## src/rtl/ppa_pkg.sv

```systemverilog
package ppa_pkg;
  // Strobes raised by the control for the datapath in one cycle
  typedef struct packed {
    logic update;  // accepted remote report: write the selected entry
    logic load;    // accepted report crosses threshold: capture advice
  } advStrobe_t;
endpackage

```

## src/rtl/ppa_control.sv

```systemverilog
module ppa_control
  import ppa_pkg::*;
(
  input  logic       clk,
  input  logic       rstN,
  input  logic       reqValid,
  input  logic       remote,
  input  logic       crossNew,
  input  logic       recReady,
  output logic       reqReady,
  output logic       recValid,
  output advStrobe_t stb
);
  logic recValidQ;
  logic slotFree;

  assign slotFree   = !recValidQ || recReady;
  assign reqReady   = !crossNew || slotFree;
  assign stb.update = reqValid && reqReady && remote;
  assign stb.load   = reqValid && reqReady && remote && crossNew;
  assign recValid   = recValidQ;

  always_ff @(posedge clk) begin
    if (!rstN) recValidQ <= 1'b0;
    else if (stb.load) recValidQ <= 1'b1;
    else if (recValidQ && recReady) recValidQ <= 1'b0;
  end

  // advice stays offered until taken
  assert_rec_hold_R9: assert property (@(posedge clk) disable iff (!rstN)
    (recValidQ && !recReady) |=> recValidQ);
  // a captured advice is visible the next cycle
  assert_load_shows_R4: assert property (@(posedge clk) disable iff (!rstN)
    stb.load |=> recValidQ);
endmodule

```

## src/rtl/ppa_datapath.sv

```systemverilog
module ppa_datapath
  import ppa_pkg::*;
#(
  parameter int NUM_ENTRIES = 16,
  parameter int NUM_NODES   = 4,
  parameter int CNT_W       = 8,
  parameter int PAGE_W      = 20,
  parameter int THR_RESET   = 16,
  parameter int RATIO_RESET = 12,
  localparam int NODE_W     = $clog2(NUM_NODES),
  localparam int IDX_W      = $clog2(NUM_ENTRIES),
  localparam int TOT_W      = CNT_W + $clog2(NUM_NODES),
  localparam int RATIO_W    = 4,
  localparam int PROD_W     = TOT_W + RATIO_W
) (
  input  logic              clk,
  input  logic              rstN,
  input  advStrobe_t        stb,
  input  logic              reqValid,
  input  logic [PAGE_W-1:0] reqPage,
  input  logic [NODE_W-1:0] reqNode,
  input  logic [NODE_W-1:0] reqHome,
  input  logic              cfgWe,
  input  logic              cfgSel,
  input  logic [TOT_W-1:0]  cfgWdata,
  input  logic              recValid,
  input  logic              recReady,
  output logic              remote,
  output logic              crossNew,
  output logic [PAGE_W-1:0] recPage,
  output logic [NODE_W-1:0] recNode,
  output logic              recReplicate
);
  logic [NUM_ENTRIES-1:0]                          vldQ, pendQ;
  logic [NUM_ENTRIES-1:0][PAGE_W-1:0]              pageQ;
  logic [NUM_ENTRIES-1:0][NUM_NODES-1:0][CNT_W-1:0] cntQ;
  logic [TOT_W-1:0]   thrQ;
  logic [RATIO_W-1:0] ratioQ;
  logic [PAGE_W-1:0]  recPageQ;
  logic [NODE_W-1:0]  recNodeQ;
  logic               recReplQ;

  // View of the table after a drain in this cycle
  logic drainNow;
  logic [NUM_ENTRIES-1:0]                          effPend;
  logic [NUM_ENTRIES-1:0][NUM_NODES-1:0][CNT_W-1:0] effCnt;
  logic [NUM_ENTRIES-1:0][TOT_W-1:0]               effTot;

  logic                              hit, vicFound, selPend, dominant;
  logic [IDX_W-1:0]                  hitIdx, vicIdx, selIdx;
  logic [TOT_W-1:0]                  vicTot, newTot;
  logic [NUM_NODES-1:0][CNT_W-1:0]   newCnt;
  logic [NODE_W-1:0]                 topNode;
  logic [CNT_W-1:0]                  topCnt;

  assign drainNow = recValid && recReady;
  assign remote   = reqNode != reqHome;

  always_comb begin
    for (int i = 0; i < NUM_ENTRIES; i++) begin
      effPend[i] = pendQ[i] && !drainNow;
      effTot[i]  = '0;
      for (int n = 0; n < NUM_NODES; n++) begin
        effCnt[i][n] = (pendQ[i] && drainNow) ? '0 : cntQ[i][n];
        effTot[i]    = effTot[i] + TOT_W'(effCnt[i][n]);
      end
    end
  end

  // Associative lookup and victim choice
  always_comb begin
    hit = 1'b0; hitIdx = '0;
    vicFound = 1'b0; vicIdx = '0; vicTot = '1;
    for (int i = 0; i < NUM_ENTRIES; i++) begin
      if (!hit && vldQ[i] && pageQ[i] == reqPage) begin
        hit = 1'b1; hitIdx = IDX_W'(i);
      end
      if (!effPend[i] && (!vicFound || effTot[i] < vicTot)) begin
        vicFound = 1'b1; vicIdx = IDX_W'(i); vicTot = effTot[i];
      end
    end
    selIdx  = hit ? hitIdx : vicIdx;
    selPend = hit && effPend[hitIdx];
  end

  // Counter update, total, busiest node and dominance test
  always_comb begin
    newCnt = hit ? effCnt[hitIdx] : '0;
    if (newCnt[reqNode] != '1) newCnt[reqNode] = newCnt[reqNode] + 1'b1;
    newTot = '0; topNode = '0; topCnt = '0;
    for (int n = 0; n < NUM_NODES; n++) begin
      newTot = newTot + TOT_W'(newCnt[n]);
      if (newCnt[n] > topCnt) begin
        topCnt = newCnt[n]; topNode = NODE_W'(n);
      end
    end
    dominant = (PROD_W'(topCnt) << RATIO_W) >= (PROD_W'(ratioQ) * PROD_W'(newTot));
    crossNew = reqValid && remote && !selPend && (newTot >= thrQ);
  end

  always_ff @(posedge clk) begin
    if (!rstN) begin
      vldQ <= '0; pendQ <= '0; pageQ <= '0; cntQ <= '0;
      thrQ <= TOT_W'(THR_RESET); ratioQ <= RATIO_W'(RATIO_RESET);
      recPageQ <= '0; recNodeQ <= '0; recReplQ <= 1'b0;
    end else begin
      if (cfgWe) begin
        if (cfgSel) ratioQ <= cfgWdata[RATIO_W-1:0];
        else        thrQ   <= cfgWdata;
      end
      if (drainNow) begin
        for (int i = 0; i < NUM_ENTRIES; i++)
          if (pendQ[i]) cntQ[i] <= '0;
        pendQ <= '0;
      end
      if (stb.update) begin
        vldQ[selIdx]  <= 1'b1;
        pageQ[selIdx] <= reqPage;
        cntQ[selIdx]  <= newCnt;
        pendQ[selIdx] <= stb.load || selPend;
      end
      if (stb.load) begin
        recPageQ <= reqPage;
        recNodeQ <= topNode;
        recReplQ <= !dominant;
      end
    end
  end

  assign recPage      = recPageQ;
  assign recNode      = recNodeQ;
  assign recReplicate = recReplQ;

  // one waiting page at most, and only while advice is offered
  assert_one_pending_R8: assert property (@(posedge clk) disable iff (!rstN)
    ($countones(pendQ) <= 1) && ((|pendQ) == recValid));
  // a local report leaves every counter untouched
  assert_local_drop_R2: assert property (@(posedge clk) disable iff (!rstN)
    (reqValid && !remote && !drainNow) |=> $stable(cntQ));
  // advice fields hold while the output is stalled
  assert_payload_hold_R9: assert property (@(posedge clk) disable iff (!rstN)
    (recValid && !recReady) |=> $stable({recPageQ, recNodeQ, recReplQ}));
endmodule

```

## src/rtl/page_place_advisor.sv

```systemverilog
module page_place_advisor
  import ppa_pkg::*;
#(
  parameter int NUM_ENTRIES = 16,
  parameter int NUM_NODES   = 4,
  parameter int CNT_W       = 8,
  parameter int PAGE_W      = 20,
  parameter int THR_RESET   = 16,
  parameter int RATIO_RESET = 12,
  localparam int NODE_W     = $clog2(NUM_NODES),
  localparam int TOT_W      = CNT_W + $clog2(NUM_NODES)
) (
  input  logic              clk,
  input  logic              rstN,
  input  logic              reqValid,
  output logic              reqReady,
  input  logic [PAGE_W-1:0] reqPage,
  input  logic [NODE_W-1:0] reqNode,
  input  logic [NODE_W-1:0] reqHome,
  input  logic              cfgWe,
  input  logic              cfgSel,
  input  logic [TOT_W-1:0]  cfgWdata,
  output logic              recValid,
  input  logic              recReady,
  output logic [PAGE_W-1:0] recPage,
  output logic [NODE_W-1:0] recNode,
  output logic              recReplicate
);
  advStrobe_t stb;
  logic remote, crossNew;

  ppa_control u_ctrl (
    .clk, .rstN, .reqValid, .remote, .crossNew, .recReady,
    .reqReady, .recValid, .stb
  );

  ppa_datapath #(
    .NUM_ENTRIES(NUM_ENTRIES), .NUM_NODES(NUM_NODES), .CNT_W(CNT_W),
    .PAGE_W(PAGE_W), .THR_RESET(THR_RESET), .RATIO_RESET(RATIO_RESET)
  ) u_dp (
    .clk, .rstN, .stb, .reqValid, .reqPage, .reqNode, .reqHome,
    .cfgWe, .cfgSel, .cfgWdata, .recValid, .recReady,
    .remote, .crossNew, .recPage, .recNode, .recReplicate
  );
endmodule

```

## config.mk

```make
export PLATFORM = sky130hd
export DESIGN_NAME = page_place_advisor
export DESIGN_NICKNAME = d
export VERILOG_FILES = /design/src/rtl/ppa_pkg.sv /design/src/rtl/ppa_control.sv /design/src/rtl/ppa_datapath.sv /design/src/rtl/page_place_advisor.sv
export SDC_FILE = /design/constraint.sdc
export NUM_CORES = 2
export LEC_CHECK = 0
export ABC_AREA = 1
export BUFFER_PORTS_ARGS = -buffer_cell sky130_fd_sc_hd__buf_2
export CORE_MARGIN = 4
export CORE_UTILIZATION = 25
export DETAILED_ROUTE_END_ITERATION = 8
export PLACE_DENSITY = 0.37
export SLEW_MARGIN = 20
export SYNTH_ARGS = -nofsm -noshare
export SYNTH_HDL_FRONTEND = slang
export SYNTH_SLANG_ARGS = --single-unit
```

## constraint.sdc

```tcl
create_clock -name clk -period 87 [get_ports clk]
set_input_delay 4.35 -clock clk [delete_from_list [all_inputs] [get_ports clk]]
set_output_delay 4.35 -clock clk [all_outputs]
set_load 0.01 [all_outputs]
```

== Word-level counts from Yosys, hierarchy flattened ==
Index checks and enable logic that the tools add are counted.
Widths: inputs -> output; s select.

* $add $sub $neg: 52
* $mul: 1
* Order comparisons: 26
* Equality and inequality tests: 18
* Multiplexer cells: 192
* Bitwise gates (word level): 2
* Reductions and logical operators: 158

{| class="wikitable"
|+ Operator list
! operator !! number
|-
| $mux 512 || 3
|-
| $mux 32 || 20
|-
| $mux 8 || 70
|-
| $bwmux 512 || 1
|-
| $add 10x8->10 || 34
|-
| $bwmux 320 || 1
|-
| $eq 20x20->1 || 16
|-
| $add 8x8->9 || 17
|-
| $lt 10x10->1 || 15
|-
| $mux 10 || 15
|-
| $bmux 32 s4 || 1
|-
| $demux 32 s4 || 1
|-
| $logic_and 1x1->1 || 88
|-
| $demux 20 s4 || 1
|-
| $mux 4 || 17
|-
| $logic_not 1->1 || 49
|-
| $mux 16 || 3
|-
| $mux 1 || 38
|-
| $bwmux 32 || 1
|-
| $gt 8x8->1 || 3
|-
| $mux 3 || 8
|-
| $mux 20 || 1
|-
| $logic_or 1x1->1 || 18
|-
| $bmux 8 s2 || 1
|-
| other kinds (20) || 27
|}

* Flip-flop bits (word level): 902
* Output and inout port bits: 25
* Word-level logic and storage cells: 537

== Logic depth before layout (Yosys ltp) ==
* Word-level depth: 84
* Mapped depth: 214
* Gate-level depth less buffers: 187

== By module ==
A second synthesis with hierarchy kept.

* Cell total of the unflattened synthesis: 10173
* Area, all modules: 66411.2 µm²

{| class="wikitable"
|+ Modules (own cells, without submodules)
! module !! instances !! cells an instance !! area each (µm²) !! sequential area each (µm²)
|-
| ppa_datapath || 1 || 10160 || 66339.9 || 18037.3
|-
| ppa_control || 1 || 13 || 71.3 || 20.0
|}

== Worst setup path before layout ==
No wires, ideal clock.

* Kind: input to register
* From: in recReady
* To: reg u_dp.cntQ[200] (netlist name)
* Arrival time: 31.074 ns
* Required time: 86.882 ns
* Setup slack: 55.808 ns
* Stages: 198
* Buffers on the path: 29
* Cells stage by stage: nand2_2 inv_2 clkbuf_1 buf_1 nand2_1 clkbuf_1 nand2_1 inv_1 ha_1 inv_1 fa_1 fa_1 inv_1 ha_1 fa_1 nand2_1 inv_1 o21ai_0 [162 not listed] clkbuf_1 o21ai_0 ha_1 nand2_1 inv_1 nand3_1 a31oi_1 a2111oi_0 nand2_1 nand2_2 nand2_4 a21oi_2 nand3_2 buf_4 buf_4 buf_2 nor3_1 nor2_1

* Word-level cells in the longest chain between the ends: 74
* Elaborated cells on any way between the ends: 299
* Those cells by class: 52 x add/sub; 18 x order compare; 1 x eq/ne; 125 x mux; 103 x reduce/logical

{| class="wikitable"
|+ RTL lines
! item !! line !! source
|-
| from (decl) || page_place_advisor.sv:24 || <nowiki>input logic recReady,</nowiki>
|-
| $logic_and 1x1->1 || ppa_datapath.sv:56 || <nowiki>assign drainNow = recValid && recReady;</nowiki>
|-
| $logic_and 1x1->1 || ppa_datapath.sv:64 || <nowiki>effCnt[i][n] = (pendQ[i] && drainNow) ? '0 : cntQ[i][n];</nowiki>
|-
| $mux 8 || ppa_datapath.sv:64 ||
|-
| $add 8x8->9 || ppa_datapath.sv:65 || <nowiki>effTot[i] = effTot[i] + TOT_W'(effCnt[i][n]);</nowiki>
|-
| $add 10x8->10 (2 in series) || ppa_datapath.sv:65 ||
|-
| $mux 10 || ppa_datapath.sv:78 || <nowiki>if (!effPend[i] && (!vicFound || effTot[i] < vicTot)) begin</nowiki>
|-
| $lt 10x10->1 || ppa_datapath.sv:78 ||
|-
| $logic_or 1x1->1 || ppa_datapath.sv:78 ||
|-
| [57 not listed] || n/a ||
|-
| $mux 4 || ppa_datapath.sv:78 ||
|-
| $mux 4 || ppa_datapath.sv:82 || <nowiki>selIdx = hit ? hitIdx : vicIdx;</nowiki>
|-
| $lt 4x5->1 (implied by the code) / $ge 4x1->1 (equally long branches) || ppa_datapath.sv:119 || <nowiki>cntQ[selIdx] <= newCnt;</nowiki>
|-
| $logic_and 1x1->1 (implied by the code) || ppa_datapath.sv:119 ||
|-
| $mux 32 (implied by the code) || ppa_datapath.sv:119 ||
|-
| $demux 32 s4 || n/a ||
|-
| $bwmux 512 || ppa_datapath.sv:119 ||
|-
| $mux 512 (*) || ppa_datapath.sv:116 || <nowiki>if (stb.update) begin</nowiki>
|-
| to (signal, indexed assignment) || ppa_datapath.sv:119 ||
|-
| to (decl) || ppa_datapath.sv:36 || <nowiki>logic [NUM_ENTRIES-1:0][NUM_NODES-1:0][CNT_W-1:0] cntQ;</nowiki>
|}

Every way passes the cells marked *; elsewhere a longest branch is shown, timed or not. The select of a mux whose other input is x is not followed.
A chain may end at the register's enable or synchronous reset.

== Worst setup path in the final report ==
* From: in recReady
* To: reg u_dp.cntQ[213] (netlist name)

Same word-level chain as after synthesis.

==> results.md <==
* Detailed-route wire length per cell at 23.54 um
* Hold Slack at 0.4552 ns
* Slew Viols, Final at 0
* Worst skew pair latency at 0.84 ns
* Synth Area in Compound Gates at 12.34%
* Yosys cell types at 60
* # H-tree levels at 3
* Vias at 67,431
* Xor/xnor share of the synthesized area at 4.309%
* Relative slew slack at 23.55%
* Reg-to-reg slack, setup at 52.12 ns
* Final TNS setup at 0 ns
* Ys async rst share at 0%
* Final setup fails at 0
* CTS Root Cell: clkbuf_16
* Grt ovf at 0
* Routed Antenna Nets at 0
* Area growth from synthesis to layout at 11.60%
* Worst slew pin tran at 1.147 ns
* Num CTS Buffers at 120
* Avg Inst Size Synth at 6.322 um2
* Residual DRC at 0
* Post-route clock skew at 0.08891 ns
* Pin count of the biggest net entering global routing at 166
* Gpl congestion at 0.8935
* Most frequent CP cell: nand2_1
* Tot GR Track Use at 22.95%
* Register area share after synthesis at 26.28%
* Row cnt at 192
* CTS tree: done
* DRT Pass-1 Iters at 6
* Largest family of logic cells by synthesized area: simple AND/OR/NAND/NOR gates
* Initial antenna violation count at 14
* IO Count at 65
* Effective utilization at floorplan at 25.11%
* Die Y at 532.2 um
* Synthesized area at 0.06871 mm2
* Prevailing post-synth register cell: dfxtp_1
* Avg Vias per Cell at 4.717
* Mapped Cells at 10,868
* Final Hold Viols at 0
* Die width at 532.2 um
* Clk slew on worst S/H paths at 0.06 ns
* FMAX at 0.02614 GHz
* Post-cts sizing count at 0
* Worst path arrival time at 38.92 ns
* Synthesized Nets at 11,562
* First-pass GRT wire length at 476,000 um
* Post-Synth Adder-Cell Area at 13.94%
* Die area at 0.2833 mm2
* CTS Buffer Depth at 3
* Post-synthesis simple-gate area fraction at 31.52%
* Unrepaired setup endpoints after global routing: no
* CTS Hold Bufs at 0
* Final worst path period need at 38.25 ns
* Worst setup SP type: input port
* Number of global-route vias before repair at 64,205
* Max_cap viols at 0
* Path category of the worst min-delay check: reg2reg
* Setup Buffers After CTS at 0
* Critical path's slowest cell: inv_1
* Post-synthesis mux area share at 0.03096%
* Crit path required time at 87.67 ns
* EDFF count, synth at 0
* #FFs+latches synth at 902
* PortBufs at 64
* Final nets at 11,298
* Routed WL at 336,500 um
* Crit path kind: in2reg
* Initial DRC Count at 5,661
* Clk sinks at 902
* Ys Warns at 0
* Post-DP HPWL at 242,200 um
* Share of layout cells above drive strength 1 at 5.000%
* Crit share post-route at 43.97%
* Status: finished, final reports clean
* CP peak stage delay at 0.77 ns
* Maximum fanout along the worst path at 59
* CORE AREA at 0.2736 mm2
* CP endpoint kind: register
-- placed cells by master, fill, tap and decap left out, types with 9 or more instances in the layout --
cell type and n:
nand2_1 3209, nor2_1 1781, inv_1 1416, dfxtp_1 902, o21ai_0 507, ha_1 468
a21oi_1 423, xor2_1 231, fa_1 186, o21bai_1 175, buf_4 166, nand3_1 159
nor3_1 127, clkbuf_16 120, xnor2_1 105, nand4_1 95, o22ai_1 79, buf_2 63
a32o_1 58, a221oi_1 38, nor4_1 37, clkbuf_8 34, nand2_2 28, a211oi_1 24
clkinv_2 23, o2111ai_1 20, clkbuf_1 19, a22o_1 18, nor2_4 18, a31oi_1 16
clkinv_1 14, a2111oi_0 13, nand2_4 12, bufinv_16 10, or2_2 9
-- kinds of logic (layout without fill, tap and decap cells) --
family	after synthesis	count (layout)
AO/OA/AOI/OAI	1414	1414
XOR/XNOR	338	338
adder cells (fa/ha/maj)	654	654
buffers and inverters	2053	1884
flip-flops	902	902
multiplexers	2	2
other	0	6
AND/OR/NAND/NOR	5505	5505
-- critical path, delay by kind of cell --
kind | cells | cell delay [ns]
adder cells (fa/ha/maj) | 19 | 6.49
XOR/XNOR | 1 | 0.14
AND/OR/NAND/NOR | 75 | 10.10
buffers and inverters | 11 | 2.52
AO/OA/AOI/OAI | 57 | 15.13
-- state kept, by name, summed over array words and instances, names as in the netlist --
name,flops
u_dp.recPage,20
u_dp.cntQ,512
u_ctrl.recValid,1
u_dp.recReplicate,1
u_dp.ratioQ,4
u_dp.recNode,2
u_dp.pendQ,16
u_dp.vldQ,16
u_dp.thrQ,10
u_dp.pageQ,320
-- worst paths after layout --
kind | to | start | depth (start not counted)
max reg2reg | u_dp.cntQ[213]$_SDFF_PN0_ | u_ctrl.recValid$_SDFFE_PN0P_ | 162
min reg2reg | u_dp.vldQ[4]$_SDFFE_PN0P_ | u_dp.vldQ[4]$_SDFFE_PN0P_ | 2
min | u_dp.vldQ[4]$_SDFFE_PN0P_ | u_dp.vldQ[4]$_SDFFE_PN0P_ | 2
max | u_dp.cntQ[213]$_SDFF_PN0_ | recReady | 163
-- layout make-up --
type	count	area (um2)
diodes	6	15.01
well taps	3589	4491
clock buffers	173	3542
multi-input cells	7913	42910
inverters	1433	5381
clock inverters	44	624.3
flip-flops and latches	902	18060
repair buffers	234	1659
fillers	30415	196900
-- synthesized netlist by cell type (all sizes together) (2+ instances only) --
cell	number	area (um2)
nand2	3249	12280
nor2	1805	6875
inv	1421	5334
dfxtp	902	18060
o21ai	512	2562
ha	468	5856
a21oi	426	2151
clkbuf	354	1329
buf	266	1251
xor2	233	2041
fa	186	3724
o21bai	175	1314
nand3	167	860.8
nor3	127	635.6
xnor2	105	919.6
nand4	95	594.3
o22ai	79	494.2
a32o	58	580.6
a221oi	38	332.8
nor4	37	231.5
a211oi	24	180.2
o2111ai	21	183.9
a22o	18	157.7
a31oi	17	106.4
a2111oi	13	113.9
clkinv	12	45.04
or2	9	56.30
and3	6	37.54
nand3b	5	37.54
o211ai	5	37.54
o21a	5	37.54
a21boi	4	41.29
a221o	4	40.04
o221a	4	45.04
nor3b	3	22.52
a311oi	2	17.52
a32oi	2	17.52
o2111a	2	22.52
-- per-stage QoR --
step / setup slack, ns / util (%) / instances / cell area [um2]
global placement: 48.10 / 26.46 / 14067 / 72410
floorplan: 55.81 / - / 10868 / 68710
detailed placement: 47.63 / 26.47 / 14069 / 72430
global route: 44.78 / 28.02 / 14292 / 76670
finish: 48.75 / 28.02 / 14294 / 76680
CTS: 48.36 / 27.99 / 14286 / 76600
-- per-layer routing --
metal | share of wire (%) | global-route usage [%]
met2 | 46 | 38.44
met3 | 4.1 | 2.238
met5 | 0.0039 | 0
met1 | 46 | 30.91
met4 | 3.7 | 7.311
Power is left out: the tool's default activity adds up to more than one toggle a clock period on the data nets, which glitch-free logic cannot reach.
